## src/rtl/ds3_err_pkg.sv

```systemverilog
package ds3_err_pkg;
   localparam int NSRC = 7;
   localparam logic [3:0] A_LIVE = 4'd0;
   localparam logic [3:0] A_SHD  = 4'd1;
   localparam logic [3:0] A_IRQ  = 4'd2;
   localparam logic [3:0] A_FRM  = 4'd3;  // A_FRM..A_FEBE consecutive
   localparam logic [3:0] A_DIS  = 4'd7;
   localparam logic [3:0] A_LCVL = 4'd8;
   localparam logic [3:0] A_LCVH = 4'd9;
   localparam int IB_XDIS = 4;
   localparam int IB_PDIS = 5;
   localparam int IB_LCV  = 6;
endpackage

```

## src/rtl/ds3_sat_ctr.sv

```systemverilog
module ds3_sat_ctr #(
   parameter int W = 8
) (
   input  logic         clk,
   input  logic         rst_n,
   input  logic         inc_i,
   input  logic         clr_i,
   output logic [W-1:0] cnt_o,
   output logic         full_hit_o
);
   localparam logic [W-1:0] MAXV = '1;

   if (W < 2) begin : g_bad_w
      $error("ds3_sat_ctr: W must be at least 2");
   end

   always_ff @(posedge clk) begin
      if (!rst_n)                     cnt_o <= '0;
      else if (clr_i)                 cnt_o <= {{(W-1){1'b0}}, inc_i};
      else if (inc_i && cnt_o != MAXV) cnt_o <= cnt_o + 1'b1;
   end

   assign full_hit_o = inc_i && !clr_i && (cnt_o == MAXV - 1'b1);


   sat_hold_chk: assert property (@(posedge clk) disable iff (!rst_n)
      (cnt_o == MAXV && !clr_i) |=> cnt_o == MAXV);

   clr_restart_chk: assert property (@(posedge clk) disable iff (!rst_n)
      clr_i |=> cnt_o <= 1);
endmodule

```

## src/rtl/ds3_shadow_latch.sv

```systemverilog
module ds3_shadow_latch #(
   parameter int N = 5
) (
   input  logic         clk,
   input  logic         rst_n,
   input  logic [N-1:0] live_i,
   input  logic         clr_i,
   output logic [N-1:0] shadow_o
);
   always_ff @(posedge clk) begin
      if (!rst_n) shadow_o <= '0;
      else        shadow_o <= (clr_i ? '0 : shadow_o) | live_i;
   end


   shadow_capture_chk: assert property (@(posedge clk) disable iff (!rst_n)
      1'b1 |=> (shadow_o & $past(live_i)) == $past(live_i));
endmodule

```

## src/rtl/ds3_err_acc.sv

```systemverilog
module ds3_err_acc
   import ds3_err_pkg::*;
#(
   parameter int CW  = 8,
   parameter int DW  = 4,
   parameter int LW  = 16,
   parameter int NST = 5
) (
   input  logic           clk,
   input  logic           rst_n,
   input  logic           frm_err_i,
   input  logic           lcv_i,
   input  logic           ppar_err_i,
   input  logic           path_err_i,
   input  logic           mf_done_i,
   input  logic [1:0]     xbits_i,
   input  logic [1:0]     pbits_i,
   input  logic [2:0]     sf4_c_i,
   input  logic [NST-1:0] alarm_i,
   input  logic [NSRC-1:0] irq_en_i,
   input  logic           rd_en_i,
   input  logic [3:0]     rd_addr_i,
   output logic [CW-1:0]  rd_data_o,
   output logic           cnt_irq_o
);
   localparam int NB = 4;

   if (2 * DW != CW) begin : g_bad_dw
      $error("ds3_err_acc: two disagreement nibbles must fill one byte");
   end
   if (2 * CW != LW) begin : g_bad_lw
      $error("ds3_err_acc: line-code counter must be two bytes");
   end
   if (NST > CW) begin : g_bad_nst
      $error("ds3_err_acc: status wider than the read port");
   end

   logic [NB-1:0]   b_ev, b_hit;
   logic [CW-1:0]   b_cnt [NB];
   logic [DW-1:0]   xd_cnt, pd_cnt;
   logic            xd_hit, pd_hit, lcv_hit;
   logic [LW-1:0]   lcv_cnt;
   logic [CW-1:0]   lcv_hi_snap;
   logic [NST-1:0]  shadow;
   logic [NSRC-1:0] irq_stat, irq_set;
   logic [CW-1:0]   rd_mux;

   wire rd_dis  = rd_en_i && rd_addr_i == A_DIS;
   wire rd_lcvl = rd_en_i && rd_addr_i == A_LCVL;
   wire rd_irq  = rd_en_i && rd_addr_i == A_IRQ;
   wire rd_shd  = rd_en_i && rd_addr_i == A_SHD;

   assign b_ev = {mf_done_i && !(&sf4_c_i), path_err_i, ppar_err_i, frm_err_i};

   for (genvar i = 0; i < NB; i++) begin : g_byte
      localparam logic [3:0] MY_ADDR = A_FRM + 4'(i);
      ds3_sat_ctr #(.W(CW)) u_ctr (
         .clk(clk), .rst_n(rst_n), .inc_i(b_ev[i]),
         .clr_i(rd_en_i && rd_addr_i == MY_ADDR),
         .cnt_o(b_cnt[i]), .full_hit_o(b_hit[i]));
   end

   ds3_sat_ctr #(.W(DW)) u_xdis (
      .clk(clk), .rst_n(rst_n), .inc_i(mf_done_i && (xbits_i[0] ^ xbits_i[1])),
      .clr_i(rd_dis), .cnt_o(xd_cnt), .full_hit_o(xd_hit));
   ds3_sat_ctr #(.W(DW)) u_pdis (
      .clk(clk), .rst_n(rst_n), .inc_i(mf_done_i && (pbits_i[0] ^ pbits_i[1])),
      .clr_i(rd_dis), .cnt_o(pd_cnt), .full_hit_o(pd_hit));
   ds3_sat_ctr #(.W(LW)) u_lcv (
      .clk(clk), .rst_n(rst_n), .inc_i(lcv_i),
      .clr_i(rd_lcvl), .cnt_o(lcv_cnt), .full_hit_o(lcv_hit));

   ds3_shadow_latch #(.N(NST)) u_shd (
      .clk(clk), .rst_n(rst_n), .live_i(alarm_i), .clr_i(rd_shd), .shadow_o(shadow));

   always_ff @(posedge clk) begin
      if (!rst_n)       lcv_hi_snap <= '0;
      else if (rd_lcvl) lcv_hi_snap <= lcv_cnt[LW-1:CW];
   end

   always_comb begin
      irq_set = '0;
      irq_set[NB-1:0]  = b_hit;
      irq_set[IB_XDIS] = xd_hit;
      irq_set[IB_PDIS] = pd_hit;
      irq_set[IB_LCV]  = lcv_hit;
   end

   always_ff @(posedge clk) begin
      if (!rst_n) irq_stat <= '0;
      else        irq_stat <= (rd_irq ? '0 : irq_stat) | irq_set;
   end

   assign cnt_irq_o = |(irq_stat & irq_en_i);

   always_comb begin
      rd_mux = '0;
      case (rd_addr_i)
         A_LIVE:  rd_mux = CW'(alarm_i);
         A_SHD:   rd_mux = CW'(shadow);
         A_IRQ:   rd_mux = CW'(irq_stat);
         A_DIS:   rd_mux = {pd_cnt, xd_cnt};
         A_LCVL:  rd_mux = lcv_cnt[CW-1:0];
         A_LCVH:  rd_mux = lcv_hi_snap;
         default: begin
            for (int i = 0; i < NB; i++)
               if (rd_addr_i == A_FRM + 4'(i)) rd_mux = b_cnt[i];
         end
      endcase
   end

   always_ff @(posedge clk) begin
      if (!rst_n)       rd_data_o <= '0;
      else if (rd_en_i) rd_data_o <= rd_mux;
   end


   irq_sticky_chk: assert property (@(posedge clk) disable iff (!rst_n)
      !rd_irq |=> (irq_stat & $past(irq_stat)) == $past(irq_stat));

   irq_quiet_chk: assert property (@(posedge clk) disable iff (!rst_n)
      (irq_stat == '0) |-> !cnt_irq_o);

   lcv_snap_chk: assert property (@(posedge clk) disable iff (!rst_n)
      !rd_lcvl |=> $stable(lcv_hi_snap));
endmodule

```

## config.mk

```make
export PLATFORM = sky130hd
export DESIGN_NAME = ds3_err_acc
export DESIGN_NICKNAME = d
export VERILOG_FILES = /design/src/rtl/ds3_err_pkg.sv /design/src/rtl/ds3_sat_ctr.sv /design/src/rtl/ds3_shadow_latch.sv /design/src/rtl/ds3_err_acc.sv
export SDC_FILE = /design/constraint.sdc
export NUM_CORES = 1
export LEC_CHECK = 0
export BUFFER_PORTS_ARGS = -buffer_cell sky130_fd_sc_hd__buf_2
export CORE_MARGIN = 2
export CORE_UTILIZATION = 50
export DETAILED_ROUTE_END_ITERATION = 6
export PLACE_DENSITY = 0.73
export SYNTH_ARGS = -nofsm -noshare
export SYNTH_HDL_FRONTEND = slang
export SYNTH_SLANG_ARGS = --single-unit
```

## constraint.sdc

```tcl
create_clock -name clk -period 1.8 [get_ports clk]
set_input_delay 0.36 -clock clk [delete_from_list [all_inputs] [get_ports clk]]
set_output_delay 0.36 -clock clk [all_outputs]
set_load 0.05 [all_outputs]
```

==> run metrics <==
status=completed; H-Tree Depth=3; count of different cell masters after synthesis=69; first-pass GRT wire length=21.4 mm; worst slew margin relative to its limit=64.3%; Arr. time, crit path=1360 ps; Die ar.=10300 sq um; Final Max Tran Viols=0; number of global-route vias before repair=4323; synthesized instance count=574; RSZ-0062 raised after global routing=no; Core Footprint=9240 sq um; final period utilization=95.5%; post-synthesis sequential area ratio=35.4%; Hold Fails Final Rpt=0; Die H=101 microns; Post-synth EDFFs=0; PD cells=707 nW/um^2; Nets=666; maximum clock path buffer count=2; CTS Hold Bufs=0; drc violations=0; Internal Pwr Total=2.77 mW; worst vdd ir=350 uV; critical-path cell list=a222oi_1 -> nand3_1 -> buf_4; layout cells sized above 1=16.3%; clk_lat worst skew=350 ps; Comb power frac=13.0%; clock-pin slew on the worst setup and hold paths=80 ps; commonest non-fill, non-tap cell in the layout=dfxtp_1; final setup fails=0; slowest stage delay, CP=360 ps; Crit path buffers/inverters=1; P_sw=1.01 mW; Via Count=4740; Core Rows=35; dpl cells=739; DRT Pass-1 Iters=6; Primary FF master, synth=dfxtp_1; worst slew pin tran=535 ps; drt via density=6.29; placer's final routability congestion estimate=0.927; Area Growth Syn to Fin=12.5%; Min-Delay Path Depth=3; Crit Path Class=reg2out; Worst EP required=1440 ps; Die Span X=101 microns; Final min period=1720 ps; commonest non-fill, non-tap cells in the layout=83 x dfxtp_1, 54 x a21oi_1, 42 x nor2_1, 40 x nand3_1, 40 x nand2_1; filler instances=873; fin cells=754; max cap viols=0; Clock power frac=34.9%; largest net degree at the start of global routing=20; IO Port Bufs=39; TritonCTS buffer count=9; Peak Freq=581 MHz; GR Overflow Total=0; worst reg2reg path depth=5; worst min-delay path category=in2reg; DRT iter0 DRCs=387; Layout Utilization=57.8%; TritonCTS clock tree=built; Startpoint Class=register; # diodes=0; Slowest cell on crit path=dfxtp_2; clock skew=7.58 ps; switch share=26.7%; total negative slack=0 ps; post-CTS resize count=0; Starting Density=51.4%; Seq pwr share=52.1%; async set-reset flop share out of synthesis=0%; synthesized area per cell=8.27 sq um; Routed Antenna Nets=0; CP delay by family, top=flip-flops; DP Wirelength=10.0 mm; I/O pins=40; CP Capture Type=output port; post-CTS setup buffers=0; GRT Util Overall=26.2%; Syn Nets=619; Max FO, Critical Path=3; yosys warns=0; mapped cell area=4750 sq um; clock sink count=84; Yosys reg bits=84; WL per Instance=17.7 microns; Levels on crit path=3; initial antenna violation count=0; final wirelength=13.3 mm; Lkg Pwr=1.92 nW; Root Buffer=clkbuf_8
## per-stage QoR
stage                     setup slack [ps]  instance area, sq um  hold WS, ps  total power [mW]
after global placement                44.7                  5150          450              2.47
after global routing                  10.0                  5340          255              3.92
final                                 80.1                  5340          225              3.78
after CTS                             43.8                  5340          224              3.78
after floorplan                        191                  4750          432              2.31
after detailed placement             0.170                  5150          447              2.49
## worst paths after layout
path,startpoint,slack [ps],end
worst max-delay path,irq_stat[3],80,cnt_irq_o
worst min-delay path,alarm_i[3],220,u_shd.shadow_o[3]
worst max register to register,g_byte[3].u_ctr.cnt_o[0],90,g_byte[3].u_ctr.cnt_o[3]
worst min register to register,lcv_hi_snap[7],460,lcv_hi_snap[7]
## sequential cells by signal (all words and copies together), names as in the netlist
register,cells
g_byte.u_ctr.cnt_o,32
irq_stat,7
lcv_hi_snap,8
rd_data_o,8
u_lcv.cnt_o,16
u_pdis.cnt_o,4
u_shd.shadow_o,5
u_xdis.cnt_o,4
## per-layer routing
metal,global-route usage (%),vias up,routed length (microns)
li1,-,2270,-
met1,37.5,2236,6070
met2,40.8,214,5920
met3,3.59,20,1120
met4,7.80,0,217
met5,2.88,-,0
## power groups by stage
| stage | Sequential [mW] | Combinational [mW] | Clock [mW] |
|---|---|---|---|
| 3_3_place_gp | 2.01 | 0.467 | 0 |
| 6_report | 1.97 | 0.492 | 1.32 |
| 4_1_cts | 1.96 | 0.483 | 1.33 |
| 2_1_floorplan | 2.03 | 0.282 | 0 |
| 5_1_grt | 1.97 | 0.533 | 1.42 |
| 3_5_place_dp | 2.01 | 0.482 | 0 |
## synthesized netlist by cell type (8+ instances only)
cell	instances	area share, %
nand2_1	40	3.2
ha_1	14	3.7
nor2_1	42	3.3
dfxtp_1	84	35
a31oi_1	8	1.1
xor2_1	9	1.7
and3_1	8	1.1
and4_1	8	1.5
buf_2	9	0.95
nand3_1	40	4.2
a21oi_1	54	5.7
clkbuf_1	14	1.1
o21ai_0	30	3.2
or3_1	18	2.4
o31ai_1	12	1.9
inv_1	18	1.4
a22oi_1	11	1.7
nand4_1	21	2.8
## kinds of logic (layout without fill, tap and decap cells)
group,after synthesis,after routing,share of synthesized area [%]
AO/OA/AOI/OAI,172,172,24.0
XOR/XNOR,16,16,2.95
adder cells (fa/ha/maj),14,14,3.69
buffers and inverters,49,100,4.98
flip-flops,84,84,35.4
multiplexers,9,9,2.06
AND/OR/NAND/NOR,230,230,26.9
## cell type report
type	instances	area [sq um]	area share, %
inverters	19	71.3	1.34
well taps	129	161	3.02
clock buffers	13	149	2.79
clock inverters	2	35.0	0.656
flip-flops and latches	84	1680	31.5
multi-input cells	441	2830	53.0
repair buffers	66	413	7.73
## worst reg2reg max path: stages, from the launching register on
cell and delay [ps]:
dfxtp_1 360, ha_1 250, and3_1 200, and2_1 200
or4_1 470, a21oi_1 160
Power figures use the tool's default switching activity.
